## config.mk

```make
export PLATFORM = sky130hd
export DESIGN_NAME = cordic_polar
export DESIGN_NICKNAME = d
export VERILOG_FILES = /design/src/rtl/cordic_pkg.sv /design/src/rtl/cordic_atan_rom.sv /design/src/rtl/cordic_prerot.sv /design/src/rtl/cordic_step.sv /design/src/rtl/cordic_gain.sv /design/src/rtl/cordic_polar.sv
export SDC_FILE = /design/constraint.sdc
export NUM_CORES = 2
export LEC_CHECK = 0
export BUFFER_PORTS_ARGS = -buffer_cell sky130_fd_sc_hd__buf_2
export CORE_MARGIN = 2
export CORE_UTILIZATION = 50
export CTS_CLUSTER_DIAMETER = 120
export DETAILED_ROUTE_END_ITERATION = 7
export HOLD_SLACK_MARGIN = 0.1
export PLACE_DENSITY = 0.66
export REMOVE_ABC_BUFFERS = 1
export SETUP_SLACK_MARGIN = 0.5
export SKIP_LAST_GASP = 1
export SLEW_MARGIN = 20
export SYNTH_ARGS = -nofsm -noshare
export SYNTH_HDL_FRONTEND = slang
export SYNTH_HIERARCHICAL = 1
export SYNTH_SLANG_ARGS = --single-unit
```

## constraint.sdc

```tcl
create_clock -name clk -period 18 [get_ports clk]
set_clock_uncertainty 0.2 [all_clocks]
set_input_delay 1.8 -clock clk [delete_from_list [all_inputs] [get_ports clk]]
set_output_delay 1.8 -clock clk [all_outputs]
set_load 0.03 [all_outputs]
```

## src/rtl/cordic_pkg.sv

```systemverilog
package cordic_pkg;

   typedef enum logic [1:0] {
      ST_IDLE  = 2'd0,
      ST_RUN   = 2'd1,
      ST_SCALE = 2'd2
   } cordic_state_e;

   localparam real C_PI = 3.14159265358979323846;

   // binary-angle code of atan(2^-step), full scale 2^(ang_w-1) = pi
   function automatic longint atan_code(input int step, input int ang_w);
      real r;
      r = $atan(2.0 ** (-step)) * (2.0 ** (ang_w - 1)) / C_PI;
      return longint'(r);
   endfunction

   // 1/K for a given iteration count, as an unsigned fraction of frac_w bits
   function automatic longint inv_gain_code(input int iters, input int frac_w);
      real k;
      k = 1.0;
      for (int i = 0; i < iters; i++) begin
         k = k / $sqrt(1.0 + 2.0 ** (-2 * i));
      end
      return longint'(k * (2.0 ** frac_w));
   endfunction

endpackage

```

## src/rtl/cordic_atan_rom.sv

```systemverilog
module cordic_atan_rom
   import cordic_pkg::*;
#(
   parameter int unsigned ITER  = 16,
   parameter int unsigned ANG_W = 16,
   parameter int unsigned IDX_W = 4
) (
   input  logic [IDX_W-1:0]        idx,
   output logic signed [ANG_W-1:0] angle
);

   logic signed [ANG_W-1:0] tbl [ITER];

   for (genvar g = 0; g < ITER; g++) begin : g_ent
      localparam longint CODE = atan_code(g, ANG_W);
      assign tbl[g] = ANG_W'(CODE);
   end

   assign angle = tbl[idx];

endmodule

```

## src/rtl/cordic_prerot.sv

```systemverilog
module cordic_prerot #(
   parameter int unsigned DATA_W = 16,
   parameter int unsigned FRAC   = 2,
   parameter int unsigned XW     = 20
) (
   input  logic                     mode_rot,
   input  logic signed [DATA_W-1:0] a_i,
   input  logic signed [DATA_W-1:0] b_i,
   output logic signed [XW-1:0]     x_o,
   output logic signed [XW-1:0]     y_o,
   output logic signed [DATA_W-1:0] z_o,
   output logic                     zero_o
);

   localparam logic signed [DATA_W-1:0] QUARTER = {2'b01, {(DATA_W-2){1'b0}}};
   localparam int unsigned EXT = XW - DATA_W - FRAC;

   logic signed [XW-1:0] ax, bx;

   assign ax = {{EXT{a_i[DATA_W-1]}}, a_i, {FRAC{1'b0}}};
   assign bx = {{EXT{b_i[DATA_W-1]}}, b_i, {FRAC{1'b0}}};

   always_comb begin
      x_o = ax;
      y_o = bx;
      z_o = '0;
      if (!mode_rot) begin
         // vectoring: fold the left half-plane onto the right one
         if (a_i[DATA_W-1]) begin
            if (!b_i[DATA_W-1]) begin
               x_o = bx;
               y_o = -ax;
               z_o = QUARTER;
            end else begin
               x_o = -bx;
               y_o = ax;
               z_o = -QUARTER;
            end
         end
      end else begin
         // rotation: start on the real axis, bring |angle| under 90 degrees
         y_o = '0;
         z_o = b_i;
         unique case (b_i[DATA_W-1 -: 2])
            2'b01: begin
               x_o = '0;
               y_o = ax;
               z_o = b_i - QUARTER;
            end
            2'b10: begin
               x_o = '0;
               y_o = -ax;
               z_o = b_i + QUARTER;
            end
            default: ;
         endcase
      end
   end

   assign zero_o = !mode_rot && (a_i == '0) && (b_i == '0);

endmodule

```

## src/rtl/cordic_step.sv

```systemverilog
module cordic_step #(
   parameter int unsigned XW    = 20,
   parameter int unsigned ANG_W = 16,
   parameter int unsigned SH_W  = 4
) (
   input  logic                    mode_rot,
   input  logic [SH_W-1:0]         shift,
   input  logic signed [ANG_W-1:0] angle,
   input  logic signed [XW-1:0]    x_i,
   input  logic signed [XW-1:0]    y_i,
   input  logic signed [ANG_W-1:0] z_i,
   output logic signed [XW-1:0]    x_o,
   output logic signed [XW-1:0]    y_o,
   output logic signed [ANG_W-1:0] z_o
);

   logic signed [XW-1:0] xs, ys;
   logic                 cw;

   assign xs = x_i >>> shift;
   assign ys = y_i >>> shift;
   // clockwise step: residual angle negative (rotation) or Q non-negative (vectoring)
   assign cw = mode_rot ? z_i[ANG_W-1] : ~y_i[XW-1];

   always_comb begin
      if (cw) begin
         x_o = x_i + ys;
         y_o = y_i - xs;
         z_o = z_i + angle;
      end else begin
         x_o = x_i - ys;
         y_o = y_i + xs;
         z_o = z_i - angle;
      end
   end

endmodule

```

## src/rtl/cordic_gain.sv

```systemverilog
module cordic_gain
   import cordic_pkg::*;
#(
   parameter int unsigned XW     = 20,
   parameter int unsigned DATA_W = 16,
   parameter int unsigned ITER   = 16,
   parameter int unsigned KF     = 17,
   parameter int unsigned FRAC   = 2,
   parameter bit          ROUND  = 1'b1
) (
   input  logic signed [XW-1:0]     x_i,
   output logic signed [DATA_W-1:0] y_o
);

   localparam longint      KCODE = inv_gain_code(ITER, KF);
   localparam int unsigned PW    = XW + KF + 1;
   localparam int unsigned SH    = KF + FRAC;
   localparam logic signed [PW-1:0] HALF = PW'(1) << (SH - 1);
   localparam logic signed [PW-1:0] MAXP = PW'((64'sd1 <<< (DATA_W - 1)) - 64'sd1);
   localparam logic signed [PW-1:0] MINP = -MAXP - PW'(1);

   logic signed [KF:0]   kinv;
   logic signed [PW-1:0] xe, ke, prod, adj, shd;

   assign kinv = (KF+1)'(KCODE);
   assign xe   = {{(KF+1){x_i[XW-1]}}, x_i};
   assign ke   = {{XW{1'b0}}, kinv};
   assign prod = xe * ke;

   if (ROUND) begin : g_round
      assign adj = prod + HALF;
   end else begin : g_trunc
      assign adj = prod;
   end

   assign shd = adj >>> SH;

   always_comb begin
      if (shd > MAXP)      y_o = DATA_W'(MAXP);
      else if (shd < MINP) y_o = DATA_W'(MINP);
      else                 y_o = shd[DATA_W-1:0];
   end

endmodule

```

## src/rtl/cordic_polar.sv

```systemverilog
module cordic_polar
   import cordic_pkg::*;
#(
   parameter int unsigned DATA_W = 16,
   parameter int unsigned ITER   = 16,
   parameter int unsigned FRAC   = 2,
   parameter int unsigned KF     = 17,
   parameter bit          ROUND  = 1'b1
) (
   input  logic                     clk,
   input  logic                     rst_n,
   input  logic                     in_valid,
   input  logic                     in_mode,
   input  logic signed [DATA_W-1:0] in_a,
   input  logic signed [DATA_W-1:0] in_b,
   output logic                     in_ready,
   output logic                     out_done,
   output logic signed [DATA_W-1:0] out_a,
   output logic signed [DATA_W-1:0] out_b
);

   localparam int unsigned XW   = DATA_W + 2 + FRAC;
   localparam int unsigned CW   = $clog2(ITER);
   localparam logic [CW-1:0] LAST = CW'(ITER - 1);

   if (DATA_W < 8) begin : g_chk_dw
      $error("cordic_polar: DATA_W must be at least 8");
   end
   if (ITER < 4 || ITER > DATA_W + 2) begin : g_chk_it
      $error("cordic_polar: ITER out of range 4..DATA_W+2");
   end
   if (FRAC < 1 || FRAC > 8) begin : g_chk_fr
      $error("cordic_polar: FRAC out of range 1..8");
   end
   if (KF < 8 || KF > 30) begin : g_chk_kf
      $error("cordic_polar: KF out of range 8..30");
   end

   cordic_state_e        state_q;
   logic signed [XW-1:0] x_q, y_q, px, py, nx, ny;
   logic signed [DATA_W-1:0] z_q, pz, nz, ang, ga, gb;
   logic [CW-1:0]        cnt_q;
   logic                 mode_q, zero_q, pzero;

   cordic_prerot #(.DATA_W(DATA_W), .FRAC(FRAC), .XW(XW)) u_pre (
      .mode_rot (in_mode),
      .a_i      (in_a),
      .b_i      (in_b),
      .x_o      (px),
      .y_o      (py),
      .z_o      (pz),
      .zero_o   (pzero)
   );

   cordic_atan_rom #(.ITER(ITER), .ANG_W(DATA_W), .IDX_W(CW)) u_rom (
      .idx   (cnt_q),
      .angle (ang)
   );

   cordic_step #(.XW(XW), .ANG_W(DATA_W), .SH_W(CW)) u_step (
      .mode_rot (mode_q),
      .shift    (cnt_q),
      .angle    (ang),
      .x_i      (x_q),
      .y_i      (y_q),
      .z_i      (z_q),
      .x_o      (nx),
      .y_o      (ny),
      .z_o      (nz)
   );

   cordic_gain #(.XW(XW), .DATA_W(DATA_W), .ITER(ITER), .KF(KF), .FRAC(FRAC),
                 .ROUND(ROUND)) u_gain_a (
      .x_i (x_q),
      .y_o (ga)
   );

   cordic_gain #(.XW(XW), .DATA_W(DATA_W), .ITER(ITER), .KF(KF), .FRAC(FRAC),
                 .ROUND(ROUND)) u_gain_b (
      .x_i (y_q),
      .y_o (gb)
   );

   assign in_ready = (state_q == ST_IDLE);

   always_ff @(posedge clk) begin
      if (!rst_n) begin
         state_q  <= ST_IDLE;
         x_q      <= '0;
         y_q      <= '0;
         z_q      <= '0;
         cnt_q    <= '0;
         mode_q   <= 1'b0;
         zero_q   <= 1'b0;
         out_done <= 1'b0;
         out_a    <= '0;
         out_b    <= '0;
      end else begin
         out_done <= 1'b0;
         unique case (state_q)
            ST_IDLE: begin
               if (in_valid) begin
                  x_q     <= px;
                  y_q     <= py;
                  z_q     <= pz;
                  mode_q  <= in_mode;
                  zero_q  <= pzero;
                  cnt_q   <= '0;
                  state_q <= ST_RUN;
               end
            end
            ST_RUN: begin
               x_q <= nx;
               y_q <= ny;
               z_q <= nz;
               if (cnt_q == LAST) begin
                  state_q <= ST_SCALE;
               end else begin
                  cnt_q <= cnt_q + 1'b1;
               end
            end
            ST_SCALE: begin
               out_a    <= ga;
               out_b    <= mode_q ? gb : (zero_q ? '0 : z_q);
               out_done <= 1'b1;
               state_q  <= ST_IDLE;
            end
            default: state_q <= ST_IDLE;
         endcase
      end
   end

endmodule

```

==> results.py <==
metrics = {
    "clocking": {
        "clk_latency_ns": 0.39,
        "cts-root-buf": "clkbuf_16",
        "cts_setup_buffers": 0,
        "hold_buffers": 0,
        "cts_sinks": 97,
        "clock_path_buffers": 2,
        "cts_tree": "done",
        "cts_max_level": 3,
        "clkTransAtPathRegs_ns": 0.08,
        "cts_buffers": 9,
        "cts_resized": 0,
    },
    "floorplanning": {
        "coreArea_mm2": 0.0548,
        "die_y_um": 239,
        "fp.dieW_um": 239,
        "initial_utilization_pct": 50.4,
        "io_pins": 70,
        "fp-row-count": 86,
        "die-area_mm2": 0.0571,
    },
    "setup_path": {
        "cp.arrival_ns": 8.44,
        "slowest_stage": "dfxtp_1",
        "critical_path.top_delay_family": "adder cells",
        "crit_chain": "ha_1 > fa_1 > fa_1 > fa_1 > fa_1 > inv_1 > fa_1 > inv_1 > ha_1 > nand2_1 > nor4_2 > o311ai_2 > a41o_1 > a31oi_2 > nand4_4 > o41ai_2 > xnor2_1 > a221oi_4 > a21oi_1 > a221oi_1 > nor2_1",
        "startpoint_type": "flip-flop",
        "path_buf_inv": 2,
        "end_kind": "flip-flop",
        "worstPathMaxFanout": 16,
        "cp.depth": 21,
        "cpMostUsedCell": "fa_1",
        "required_ns": 18.08,
        "reg2reg_depth": 21,
        "slowest_delay_ns": 0.79,
        "crit_type": "reg -> reg",
    },
    "logic_synthesis": {
        "yosys.area.top_type": "fa_1",
        "synth_warnings": 6,
        "synth_cells": 3263,
        "syn_area_mm2": 0.0276,
        "ys_seq_elements": 97,
        "synth_cell_types": 134,
        "synth-async-reset-ratio_pct": 0,
        "yosys-top-cells-area": "fa_1 (21%), ha_1 (18%), dfxtp_1 (7.0%), inv_1 (6.5%), a21oi_1 (5.3%)",
        "ys.flop_type": "dfxtp_1",
        "synth-edff-count": 0,
        "syn_area_per_cell_um2": 8.45,
        "netlist.area_leader.share_pct": 21.3,
        "synth-seq-area-share_pct": 7.04,
    },
    "sta": {
        "min_period_ns": 8.36,
        "tightest_slew_ns": 0.831,
        "finalCritPeriodShare_pct": 46.5,
        "hold_viol": 0,
        "rsz0062_at_grt": "false",
        "max_freq_mhz": 120,
        "fin_setup_tns_ns": 0,
        "setup_viol": 0,
        "drv_slew": 0,
        "max-slew-margin-rel_pct": 43.1,
    },
    "worst_hold_path": {
        "hold_path_depth": 2,
        "hold_class": "reg -> reg",
    },
    "grt": {
        "track_usage_pct": 29.7,
        "grt_start_max_net_pins": 82,
        "grt_first_pass_wirelength_mm": 133,
        "antenna_found_initial": 1,
        "grt_pass1_vias": 24600,
        "grt_overflow": 0,
    },
    "outcome": {
        "outcome": "completed",
    },
    "placed_design": {
        "dpl.hpwl_mm": 66.9,
        "dp_cells": 3926,
        "place_congestion": 0.949,
        "io_buffers": 69,
        "placed_area_mm2": 0.0281,
    },
    "finish": {
        "multi_input_area_mm2": 0.0230,
        "final_common_cell": "inv_1",
        "nets": 3949,
        "final_cells": 3942,
        "final_cell_mix": "inv_1 (479), ha_1 (387), a21oi_1 (293), fa_1 (293), nand2_1 (279)",
        "fill_cells": 5203,
        "syn2layout_area_growth_pct": 2.98,
        "seq_area_mm2": 0.00195,
        "utilization_pct": 51.9,
        "drive_gt1_share_pct": 8.71,
        "design_area_mm2": 0.0284,
        "antennaDiodeCount": 0,
    },
    "route": {
        "vias": 23900,
        "drt-initial-drc-count": 1671,
        "drt_wl_total_mm": 83.4,
        "dr.pass1.iters": 6,
        "avgViaCountPerCell": 6.06,
        "final_antenna_net_count": 0,
        "wl_per_cell_um": 21.2,
        "drc": 0,
    },
    "job": {
        "cap_viol_max_count": 0,
    },
}
[cells in the mapped netlist, drive strengths merged, types with 39 or more instances]
| cell type | instances |
|---|---|
| buf | 80 |
| fa | 293 |
| a21o | 39 |
| a21oi | 305 |
| ha | 387 |
| clkbuf | 56 |
| nand3 | 52 |
| dfxtp | 97 |
| o21ai | 213 |
| nor3 | 44 |
| mux2i | 40 |
| xnor2 | 85 |
| xor2 | 85 |
| nor2 | 163 |
| inv | 479 |
| nand2 | 281 |
[path summary, 6_finish.rpt]
kind | startpoint | endpoint | slack [ns]
worst min-delay path | out_a[9]$_SDFFE_PN0P_ | out_a[9]$_SDFFE_PN0P_ | 0.26
worst max register to register | y_q[17]$_SDFFE_PN0P_ | out_b[5]$_SDFFE_PN0P_ | 9.64
worst min register to register | out_a[9]$_SDFFE_PN0P_ | out_a[9]$_SDFFE_PN0P_ | 0.26
worst max-delay path | y_q[17]$_SDFFE_PN0P_ | out_b[5]$_SDFFE_PN0P_ | 9.64
[state kept, by name, summed over array words and instances (netlist names)]
name	count
out_done	1
z_q	16
mode_q	1
out_a	16
state_q	2
cnt_q	4
x_q	20
zero_q	1
y_q	20
out_b	16
[layout make-up]
cell class | instances | share of cell area, %
Multi-Input combinational cell | 2554 | 80.9
Sequential cell | 97 | 6.85
Inverter | 480 | 6.34
Tap cell | 704 | 3.10
Timing Repair Buffer | 91 | 1.80
Clock buffer | 10 | 0.806
Clock inverter | 6 | 0.189
[cell families after synthesis]
family / Yosys count / share of synthesized area (%)
xor+xnor: 170 / 5.45
flops: 97 / 7.04
other cells: 2 / 0.0272
buf+inv: 616 / 9.80
mux: 93 / 4.94
compound gates: 818 / 19.1
fa+ha+maj: 680 / 38.8
simple gates: 787 / 14.8
[metal layers]
metal | wire length (µm) | track usage (%) | vias up
li1 | - | - | 11200
met3 | 4170 | 3.59 | 220
met1 | 33400 | 35.9 | 11700
met2 | 41200 | 51.6 | 820
met5 | 0 | 0 | -
met4 | 4600 | 15.5 | 0
[tightest hold or removal path, cell delays in order, from the launching register on]
cell and delay, ns:
dfxtp_1 0.32, nand2_1 0.05, a21oi_1 0.05
[per-stage QoR]
stage               setup WS, ns  hold slack [ns]
floorplan                  10.34            0.261
global placement            9.72            0.243
detailed placement          9.66            0.248
CTS                         9.64            0.260
global route                9.11            0.278
finish                      9.64            0.259
Power is left out: the tool's default activity adds up to more than one toggle a clock period on the data nets, which glitch-free logic cannot reach.
